File: config.mk
export PLATFORM = sky130hd
export DESIGN_NAME = audio_frame_clkgen
export DESIGN_NICKNAME = d
export VERILOG_FILES = /design/src/rtl/clkgen_pkg.sv /design/src/rtl/clkgen_regs.sv /design/src/rtl/clk_prescaler.sv /design/src/rtl/frame_ratio_sel.sv /design/src/rtl/phase_accum.sv /design/src/rtl/audio_frame_clkgen.sv
export SDC_FILE = /design/constraint.sdc
export NUM_CORES = 1
export LEC_CHECK = 0
export BUFFER_PORTS_ARGS = -buffer_cell sky130_fd_sc_hd__buf_2
export CORE_MARGIN = 10
export CORE_UTILIZATION = 50
export DETAILED_ROUTE_END_ITERATION = 7
export PLACE_DENSITY = 0.66
export SYNTH_ARGS = -nofsm -noshare
export SYNTH_HDL_FRONTEND = slang
export SYNTH_SLANG_ARGS = --single-unit
File: constraint.sdc
create_clock -name clk -period 8.95 [get_ports clk]
set_clock_uncertainty 0.2 [all_clocks]
set_input_delay 1.79 -clock clk [delete_from_list [all_inputs] [get_ports clk]]
set_output_delay 1.79 -clock clk [all_outputs]
set_load 0.05 [all_outputs]
File: src/rtl/clkgen_pkg.sv
package clkgen_pkg;

    localparam int ADDR_W  = 8;
    localparam int DATA_W  = 8;
    localparam int COEF_W  = 15;
    localparam int PSC_W   = 2;
    localparam int MODE_W  = 2;

    localparam logic [ADDR_W-1:0] ADDR_CTRL    = 8'h03;
    localparam logic [ADDR_W-1:0] ADDR_COEF_HI = 8'h04;
    localparam logic [ADDR_W-1:0] ADDR_COEF_LO = 8'h05;

    typedef enum logic [PSC_W-1:0] {
        PSC_OFF  = 2'b00,
        PSC_DIV1 = 2'b01,
        PSC_DIV2 = 2'b10,
        PSC_DIV4 = 2'b11
    } psc_e;

    typedef enum logic [1:0] {
        ST_IDLE  = 2'd0,
        ST_HIGH  = 2'd1,
        ST_LOW   = 2'd2,
        ST_ACCUM = 2'd3
    } div_state_e;

endpackage

File: src/rtl/clkgen_regs.sv
module clkgen_regs
    import clkgen_pkg::*;
(
    input  logic              clk,
    input  logic              rst_n,
    input  logic              wr_en,
    input  logic [ADDR_W-1:0] wr_addr,
    input  logic [DATA_W-1:0] wr_data,
    output psc_e              psc_code,
    output logic [MODE_W-1:0] mode_code,
    output logic              rate_sel,
    output logic [COEF_W-1:0] coef,
    output logic              restart_q
);

    localparam int HI_W = COEF_W - DATA_W;

    logic psc_diff, mode_diff, rate_diff, hi_diff, lo_diff;
    logic ctrl_hit, hi_hit, lo_hit, changes;

    assign ctrl_hit  = wr_en && (wr_addr == ADDR_CTRL);
    assign hi_hit    = wr_en && (wr_addr == ADDR_COEF_HI);
    assign lo_hit    = wr_en && (wr_addr == ADDR_COEF_LO);

    assign psc_diff  = wr_data[5:4] != psc_code;
    assign mode_diff = wr_data[2:1] != mode_code;
    assign rate_diff = wr_data[0]   != rate_sel;
    assign hi_diff   = wr_data[HI_W-1:0] != coef[COEF_W-1:DATA_W];
    assign lo_diff   = wr_data != coef[DATA_W-1:0];

    // A write restarts the divider only if it changes what the divider uses.
    always_comb begin
        changes = 1'b0;
        if (ctrl_hit)
            changes = psc_diff || mode_diff || (rate_diff && (mode_code != '0));
        else if (hi_hit)
            changes = (mode_code == '0) && hi_diff;
        else if (lo_hit)
            changes = (mode_code == '0) && lo_diff;
    end

    always_ff @(posedge clk or negedge rst_n) begin
        if (!rst_n) begin
            psc_code  <= PSC_OFF;
            mode_code <= '0;
            rate_sel  <= 1'b0;
            coef      <= '0;
            restart_q <= 1'b0;
        end else begin
            restart_q <= changes;
            if (ctrl_hit) begin
                psc_code  <= psc_e'(wr_data[5:4]);
                mode_code <= wr_data[2:1];
                rate_sel  <= wr_data[0];
            end
            if (hi_hit)
                coef[COEF_W-1:DATA_W] <= wr_data[HI_W-1:0];
            if (lo_hit)
                coef[DATA_W-1:0] <= wr_data;
        end
    end

endmodule

File: src/rtl/clk_prescaler.sv
module clk_prescaler
    import clkgen_pkg::*;
#(
    parameter int MAX_DIV = 4
) (
    input  logic clk,
    input  logic rst_n,
    input  psc_e psc_code,
    input  logic restart,
    output logic pclk_en
);

    localparam int CW = $clog2(MAX_DIV);

    logic [CW-1:0] phase_q;
    logic [CW-1:0] mask;

    always_comb begin
        unique case (psc_code)
            PSC_OFF:  mask = '0;
            PSC_DIV1: mask = '0;
            PSC_DIV2: mask = CW'(1);
            PSC_DIV4: mask = CW'(3);
            default:  mask = '0;
        endcase
    end

    assign pclk_en = (psc_code != PSC_OFF) && ((phase_q & mask) == mask);

    always_ff @(posedge clk or negedge rst_n) begin
        if (!rst_n)
            phase_q <= '0;
        else if (restart)
            phase_q <= '0;
        else
            phase_q <= phase_q + 1'b1;
    end

endmodule

File: src/rtl/frame_ratio_sel.sv
module frame_ratio_sel
    import clkgen_pkg::*;
#(
    parameter int CNT_W  = 12,
    parameter int PER_A  = 1500,
    parameter int PER_B  = 1625,
    parameter int PER_C  = 2400
) (
    input  logic [MODE_W-1:0] mode_code,
    input  logic              rate_sel,
    input  logic              alt,
    output logic [CNT_W-1:0]  hi_len,
    output logic [CNT_W-1:0]  lo_len
);

    localparam logic [CNT_W-1:0] BASE_A = CNT_W'(PER_A);
    localparam logic [CNT_W-1:0] BASE_B = CNT_W'(PER_B);
    localparam logic [CNT_W-1:0] BASE_C = CNT_W'(PER_C);

    logic [CNT_W-1:0] base;
    logic [CNT_W-1:0] per;

    always_comb begin
        unique case (mode_code)
            2'd1:    base = BASE_A;
            2'd2:    base = BASE_B;
            2'd3:    base = BASE_C;
            default: base = '0;
        endcase
    end

    // Fast rate halves the base; an odd base alternates floor and ceil.
    assign per    = rate_sel ? ((base >> 1) + CNT_W'(base[0] & alt)) : base;
    assign hi_len = (per + 1'b1) >> 1;
    assign lo_len = per >> 1;

endmodule

File: src/rtl/phase_accum.sv
module phase_accum #(
    parameter int COEF_W = 15
) (
    input  logic              clk,
    input  logic              rst_n,
    input  logic              clear,
    input  logic              step,
    input  logic [COEF_W-1:0] coef,
    output logic              wrap
);

    logic [COEF_W-1:0] acc_q;
    logic [COEF_W:0]   sum;

    assign sum  = {1'b0, acc_q} + {1'b0, coef};
    assign wrap = step && sum[COEF_W];

    always_ff @(posedge clk or negedge rst_n) begin
        if (!rst_n)
            acc_q <= '0;
        else if (clear)
            acc_q <= '0;
        else if (step)
            acc_q <= sum[COEF_W-1:0];
    end

endmodule

File: src/rtl/audio_frame_clkgen.sv
module audio_frame_clkgen
    import clkgen_pkg::*;
#(
    parameter int CNT_W   = 12,
    parameter int MAX_DIV = 4,
    parameter int PER_A   = 1500,
    parameter int PER_B   = 1625,
    parameter int PER_C   = 2400
) (
    input  logic              clk,
    input  logic              rst_n,
    input  logic              wr_en,
    input  logic [ADDR_W-1:0] wr_addr,
    input  logic [DATA_W-1:0] wr_data,
    output logic              pclk_en,
    output logic              frame_clk
);

    psc_e              psc_code;
    logic [MODE_W-1:0] mode_code;
    logic              rate_sel;
    logic [COEF_W-1:0] coef;
    logic              restart_q;
    logic [CNT_W-1:0]  hi_len, lo_len;
    logic              wrap;

    div_state_e        st_q, st_n;
    logic [CNT_W-1:0]  cnt_q, cnt_n;
    logic              alt_q, alt_n;
    logic              afr_q, afr_n;

    clkgen_regs u_regs (
        .clk       (clk),
        .rst_n     (rst_n),
        .wr_en     (wr_en),
        .wr_addr   (wr_addr),
        .wr_data   (wr_data),
        .psc_code  (psc_code),
        .mode_code (mode_code),
        .rate_sel  (rate_sel),
        .coef      (coef),
        .restart_q (restart_q)
    );

    clk_prescaler #(.MAX_DIV(MAX_DIV)) u_psc (
        .clk      (clk),
        .rst_n    (rst_n),
        .psc_code (psc_code),
        .restart  (restart_q),
        .pclk_en  (pclk_en)
    );

    frame_ratio_sel #(
        .CNT_W (CNT_W),
        .PER_A (PER_A),
        .PER_B (PER_B),
        .PER_C (PER_C)
    ) u_ratio (
        .mode_code (mode_code),
        .rate_sel  (rate_sel),
        .alt       (alt_q),
        .hi_len    (hi_len),
        .lo_len    (lo_len)
    );

    phase_accum #(.COEF_W(COEF_W)) u_acc (
        .clk   (clk),
        .rst_n (rst_n),
        .clear (restart_q),
        .step  (pclk_en && (st_q == ST_ACCUM)),
        .coef  (coef),
        .wrap  (wrap)
    );

    // frame_fsm: state register
    always_ff @(posedge clk or negedge rst_n) begin
        if (!rst_n) begin
            st_q  <= ST_IDLE;
            cnt_q <= '0;
            alt_q <= 1'b0;
            afr_q <= 1'b0;
        end else begin
            st_q  <= st_n;
            cnt_q <= cnt_n;
            alt_q <= alt_n;
            afr_q <= afr_n;
        end
    end

    // frame_fsm: transitions RESTART, HIGH_DONE, LOW_DONE, WRAP
    always_comb begin
        st_n  = st_q;
        cnt_n = cnt_q;
        alt_n = alt_q;
        afr_n = afr_q;
        if (restart_q) begin
            cnt_n = '0;
            alt_n = 1'b0;
            afr_n = 1'b1;
            if (psc_code == PSC_OFF)
                st_n = ST_IDLE;
            else if (mode_code != '0)
                st_n = ST_HIGH;
            else
                st_n = ST_ACCUM;
        end else begin
            unique case (st_q)
                ST_IDLE: begin
                    st_n = ST_IDLE;
                end
                ST_HIGH: begin
                    if (pclk_en) begin
                        if (cnt_q == hi_len - 1'b1) begin
                            st_n  = ST_LOW;
                            cnt_n = '0;
                        end else begin
                            cnt_n = cnt_q + 1'b1;
                        end
                    end
                end
                ST_LOW: begin
                    if (pclk_en) begin
                        if (cnt_q == lo_len - 1'b1) begin
                            st_n  = ST_HIGH;
                            cnt_n = '0;
                            alt_n = ~alt_q;
                        end else begin
                            cnt_n = cnt_q + 1'b1;
                        end
                    end
                end
                ST_ACCUM: begin
                    if (wrap)
                        afr_n = ~afr_q;
                end
                default: st_n = ST_IDLE;
            endcase
        end
    end

    // frame_fsm: outputs
    always_comb begin
        unique case (st_q)
            ST_IDLE:  frame_clk = 1'b0;
            ST_HIGH:  frame_clk = 1'b1;
            ST_LOW:   frame_clk = 1'b0;
            ST_ACCUM: frame_clk = afr_q;
            default:  frame_clk = 1'b0;
        endcase
    end

endmodule

=== Yosys cells after proc, flatten, opt, wreduce, memory -nomap -nowiden ===
Index checks and enable logic that the tools add are counted.

* $add $sub $neg: 7
* Multipliers: 0
* Div/mod/pow operators: 0
* Order comparisons: 0
* Equal/unequal tests: 24
* Shifts and indexed selects: 0
* Multiplexer cells: 31
* Bitwise logic cells: 4
* Reduce and logical (&&, ||, !) cells: 30

{| class="wikitable"
|+ Operators with widths
! cell !! number
|-
| $mux W12 || 6
|-
| $pmux W12 S3 || 1
|-
| $mux W15 || 2
|-
| $add A12 B1 Y12 const B || 2
|-
| $eq A12 B12 Y1 || 2
|-
| $pmux W12 S2 || 1
|-
| $sub A11 B1 Y12 const B || 2
|-
| $add A15 B15 Y16 || 1
|-
| $eq A8 B3 Y1 const B || 2
|-
| $mux W2 || 8
|-
| $reduce_bool A2 Y1 || 8
|-
| $add A11 B12 Y12 || 1
|-
| $eq A2 B2 Y1 const B || 6
|-
| $ne A3 B2 Y1 const B || 4
|-
| $pmux W2 S3 || 2
|-
| $mux W1 || 10
|-
| $logic_and A1 B1 Y1 || 9
|-
| $eq A8 B2 Y1 const B || 1
|-
| $ne A8 B8 Y1 || 1
|-
| $ne A7 B7 Y1 || 1
|-
| $eq A2 B1 Y1 const B || 3
|-
| $logic_not A2 Y1 || 3
|-
| $reduce_and A3 Y1 || 2
|-
| $reduce_and A5 Y1 || 1
|-
| other kinds (13) || 17
|}

* Bits in registers: 54
* Latch bits: 0
* RAM bits: 0
* Bits in read-only memories: 0
* Input port bits: 19
* Memories: 0

=== Depth between registers and ports, before layout ===
* Depth after elaboration: 12
* Gate-level depth with buffers: 16

=== Cells and area by module ===
From an unflattened synthesis, not the netlist that was laid out.

* Cells, all modules: 497
* Area total of the unflattened synthesis: 4,647.0 µm²

{| class="wikitable"
|+ Modules (own cells, without submodules)
! module !! instances !! cells each !! area an instance (µm²) !! seq. area each (µm²)
|-
| audio_frame_clkgen || 1 || 224 || 1,839.3 || 400.4
|-
| phase_accum || 1 || 128 || 1,212.4 || 375.4
|-
| clkgen_regs || 1 || 85 || 1,121.1 || 525.5
|-
| frame_ratio_sel || 1 || 51 || 387.9 || 0.0
|-
| clk_prescaler || 1 || 9 || 86.3 || 50.0
|}

=== Worst setup path before layout ===
OpenSTA, ideal clock, no wires.

* Path kind: reg2out
* Start: register st_q[0]
* End: output frame_clk
* Arrival time: 1.937 ns
* Slack: 5.023 ns
* Cell stages (with the launch flop): 4
* Buffers on the path: 0
* Path through: dfrtp_1 inv_1 ha_1 o31ai_1

* Cells in the longest elaborated chain, start to end: 3

{| class="wikitable"
|+ RTL lines
! item !! line !! text
|-
| from (decl) || audio_frame_clkgen.sv:27 || <nowiki>div_state_e st_q, st_n;</nowiki>
|-
| from (signal assigned) || audio_frame_clkgen.sv:83 || <nowiki>st_q <= st_n;</nowiki>
|-
| $eq A2 B2 Y1 / $logic_not A2 Y1 (equally long branches) || audio_frame_clkgen.sv:143 || <nowiki>unique case (st_q)</nowiki>
|-
| $reduce_or A2 Y1 (no line) || n/a ||
|-
| $pmux W1 S3 * || audio_frame_clkgen.sv:143 ||
|-
| to (decl) || audio_frame_clkgen.sv:16 || <nowiki>output logic frame_clk</nowiki>
|}

Every way passes the cells marked *; elsewhere a longest branch is shown, timed or not.

=== Final worst setup path ===
* Start: register u_regs.mode_code[1]
* End: register cnt_q[0]

* Cells in the longest elaborated chain, start to end: 12

{| class="wikitable"
|+ RTL lines
! item !! line !! text
|-
| from (decl) || clkgen_regs.sv:10 || <nowiki>output logic [MODE_W-1:0] mode_code,</nowiki>
|-
| from (signal assigned) || clkgen_regs.sv:53 || <nowiki>mode_code <= wr_data[2:1];</nowiki>
|-
| $eq A2 B2 Y1 / $eq A2 B1 Y1 (equally long branches) || frame_ratio_sel.sv:24 || <nowiki>unique case (mode_code)</nowiki>
|-
| $pmux W12 S3 * || frame_ratio_sel.sv:24 ||
|-
| $and A1 B1 Y1 || frame_ratio_sel.sv:33 || <nowiki>assign per = rate_sel ? ((base >> 1) + CNT_W'(base[0] & alt)) : base;</nowiki>
|-
| $add A11 B12 Y12 || frame_ratio_sel.sv:33 ||
|-
| $mux W12 * || frame_ratio_sel.sv:33 ||
|-
| $add A12 B1 Y12 || frame_ratio_sel.sv:34 || <nowiki>assign hi_len = (per + 1'b1) >> 1;</nowiki>
|-
| $sub A11 B1 Y12 || audio_frame_clkgen.sv:113 || <nowiki>if (cnt_q == hi_len - 1'b1) begin</nowiki>
|-
| $eq A12 B12 Y1 || audio_frame_clkgen.sv:113 ||
|-
| $mux W12 || audio_frame_clkgen.sv:113 ||
|-
| $mux W12 || audio_frame_clkgen.sv:112 || <nowiki>if (pclk_en) begin</nowiki>
|-
| $pmux W12 S2 * || audio_frame_clkgen.sv:107 || <nowiki>unique case (st_q)</nowiki>
|-
| $mux W12 * || audio_frame_clkgen.sv:96 || <nowiki>if (restart_q) begin</nowiki>
|-
| to (signal assigned) || audio_frame_clkgen.sv:84 || <nowiki>cnt_q <= cnt_n;</nowiki>
|-
| to (decl) || audio_frame_clkgen.sv:28 || <nowiki>logic [CNT_W-1:0] cnt_q, cnt_n;</nowiki>
|}

Every way passes the cells marked *; elsewhere a longest branch is shown, timed or not. The select of a mux whose other input is x is not followed.
A chain may end at the register's enable or synchronous reset.

==> reports/qor.yml <==
finalMaxSlewViolations: 0
antenna_found_initial: 0
core-area_um2: 8130
drt-total-wl_um: 9140
routedWlPerCell_um: 15.9
drive_above_1_share_pct: 11.1
preCtsSetupSlack_ns: 4.20
setup_ws_ns: 4.22
cts_hold_buf: 0
maxSlewHeadroom_pct: 36.9
cts_root_buffer: "clkbuf_8"
clock_latency_ns: 0.32
dpl.hpwl_um: 6960
cts_tree: "done"
die_area_um2: 12300
peakVddDrop_uv: 92.2
cts_resized: 0
vias_per_cell: 5.69
start_kind: "flip-flop"
cts_buffers: 5
num-nets-final: 520
cts-htree-levels: 2
ys_warn_count: 0
p_total_uw: 642
holdCritPathClass: "flip-flop to flip-flop"
setup_tns_ns: 0
status: "completed"
synth_nets: 510
finalHoldViolations: 0
rsz0062_at_grt: "no"
dr_total_vias: 3268
path_cells: "inv_1 > ha_1 > nand2_1 > inv_1 > ha_1 > xor2_1 > ha_1 > nand2b_1 > a32oi_1 > a32oi_1 > or3_1 > a2111o_1 > o31ai_2 > nor2_1 > mux2_2"
grtUsageTotal_pct: 14.7
syn_inst: 458
syn_to_final_growth_pct: 5.97
worst_slew_pin_slew_ns: 0.940
dr.pass1.iters: 4
portBuffers: 20
cp.arrival_ns: 4.74
async_flop_share_pct: 100
ios: 21
fin_crit_ns: 4.73
mostFrequentLayoutCells: "dfrtp_1, nand2_1, xnor2_1"
grt_max_degree: 55
fmax_ghz: 0.211
cpMaxStageDelayCell: "o31ai_2"
grt_overflow: 0
setup_viol: 0
yosysSeqAreaShare_pct: 32.7
post-route-drc-count: 0
finalCritPeriodShare_pct: 52.8
post_cts.repair.setup_buffers: 0
mostFrequentLayoutCell: "dfrtp_1"
maxCapViolCount: 0
die_w_um: 111
grt_pass1_wl_um: 15600
row_count: 33
r2r_slack_ns: 4.22
power_density_nw_per_um2: 147
synth_cell_types: 58
clk_pin_slew_ns: 0.11
cp.required_ns: 8.96
synth-edff-count: 0
gp_congestion: 0.879
clock-sinks: 54
synth.avg_cell_area_um2: 9.02
crit_fanout: 12
path_class: "flip-flop to flip-flop"
drtAntennaViolNets: 0
initial_core_util_pct: 50.8
synthFlopType: "dfrtp_1"
cts_buffer_depth: 2
crit_top_cell: "ha_1"
syn_area_um2: 4130
grt_pass1_vias: 3217
ys_seq_elements: 54
leakage_uw: 0.00210
cpPeakStageDelay_ns: 0.63
die_y_um: 111
antenna_cells: 0
drt_first_iter_violations: 93
end_kind: "flip-flop"
-- synthesized netlist by cell type, types with 8 or more instances --
| cell | count | area, um^2 |
|---|---|---|
| nor2_1 | 24 | 90.1 |
| a21oi_1 | 28 | 140 |
| nor3_1 | 11 | 55.1 |
| inv_1 | 21 | 78.8 |
| dfrtp_1 | 54 | 1350 |
| a22o_1 | 11 | 96.3 |
| nand3_1 | 10 | 50.1 |
| xnor2_1 | 33 | 289 |
| xor2_1 | 23 | 201 |
| and3_1 | 8 | 50.1 |
| o21ai_0 | 19 | 95.1 |
| mux2_2 | 20 | 225 |
| nand2_1 | 46 | 173 |
| clkbuf_1 | 10 | 37.5 |
| a21o_1 | 9 | 67.6 |
| ha_1 | 32 | 400 |
| nand4_1 | 8 | 50.1 |
| nor2b_1 | 9 | 56.3 |
-- through the flow --
stage / std cells / utilization, % / hold slack [ns] / instance area (um^2)
detailed placement: 566 / 52.6 / 0.257 / 4280
global route: 574 / 53.8 / 0.302 / 4380
CTS: 574 / 53.8 / 0.272 / 4380
finish: 574 / 53.8 / 0.267 / 4380
floorplan: 458 / - / 0.232 / 4130
global placement: 566 / 52.6 / 0.252 / 4280
-- worst max-delay path: cells and delay by family (launching register included) --
| kind | cells | cell delay, ns |
|---|---|---|
| AND/OR/NAND/NOR | 4 | 0.96 |
| XOR/XNOR | 1 | 0.19 |
| flip-flops | 1 | 0.48 |
| buffers and inverters | 2 | 0.26 |
| adder cells (fa/ha/maj) | 3 | 0.84 |
| AO/OA/AOI/OAI | 4 | 1.35 |
| multiplexers | 1 | 0.34 |
-- routing by layer --
| metal | GRT usage, % | vias up | wire [um] |
|---|---|---|---|
| met5 | 0 | - | 0 |
| met2 | 26.3 | 43 | 4710 |
| met4 | 5.03 | 0 | 192 |
| met3 | 2.27 | 15 | 211 |
| li1 | - | 1648 | - |
| met1 | 17.4 | 1562 | 4030 |
-- power by group --
group	leakage, uW	switching (uW)	internal (uW)
Sequential	0.000727	26.5	264
Combinational	0.00132	115	86.6
Clock	0.0000495	91.3	58.4
-- cell families after synthesis --
group           share of synthesized area (%)
simple gates                             17.1
compound gates                           17.3
xor+xnor                                 12.4
flops                                    32.7
buf+inv                                  4.12
fa+ha+maj                                10.2
mux                                      6.18
-- final cells by class --
class / instances / area (um^2)
clock inverters: 3 / 26.3
multi-input cells: 364 / 2610
fillers: 771 / 3760
inverters: 22 / 82.6
flip-flops and latches: 54 / 1350
repair buffers: 21 / 108
clock buffers: 5 / 68.8
well taps: 105 / 131
-- final timing paths --
kind,from,end,cells after the start
max,u_regs.mode_code[1]$_DFFE_PN0P_,cnt_q[0]$_DFFE_PN0P_,15
min,u_psc.phase_q[0]$_DFF_PN0_,u_psc.phase_q[0]$_DFF_PN0_,1
max reg2reg,u_regs.mode_code[1]$_DFFE_PN0P_,cnt_q[0]$_DFFE_PN0P_,15
min reg2reg,u_psc.phase_q[0]$_DFF_PN0_,u_psc.phase_q[0]$_DFF_PN0_,1
max in group asynchronous,rst_n,cnt_q[2]$_DFFE_PN0P_,2
min in group asynchronous,rst_n,u_regs.rate_sel$_DFFE_PN0P_,2
-- registers in the layout, indices dropped and copies added (netlist names) --
name and cells:
u_acc.acc_q 15, u_regs.coef 15, cnt_q 12, st_q 2
u_psc.phase_q 2, u_regs.mode_code 2, u_regs.psc_code 2, afr_q 1
alt_q 1, u_regs.rate_sel 1, u_regs.restart_q 1
Power figures use the tool's default switching activity.
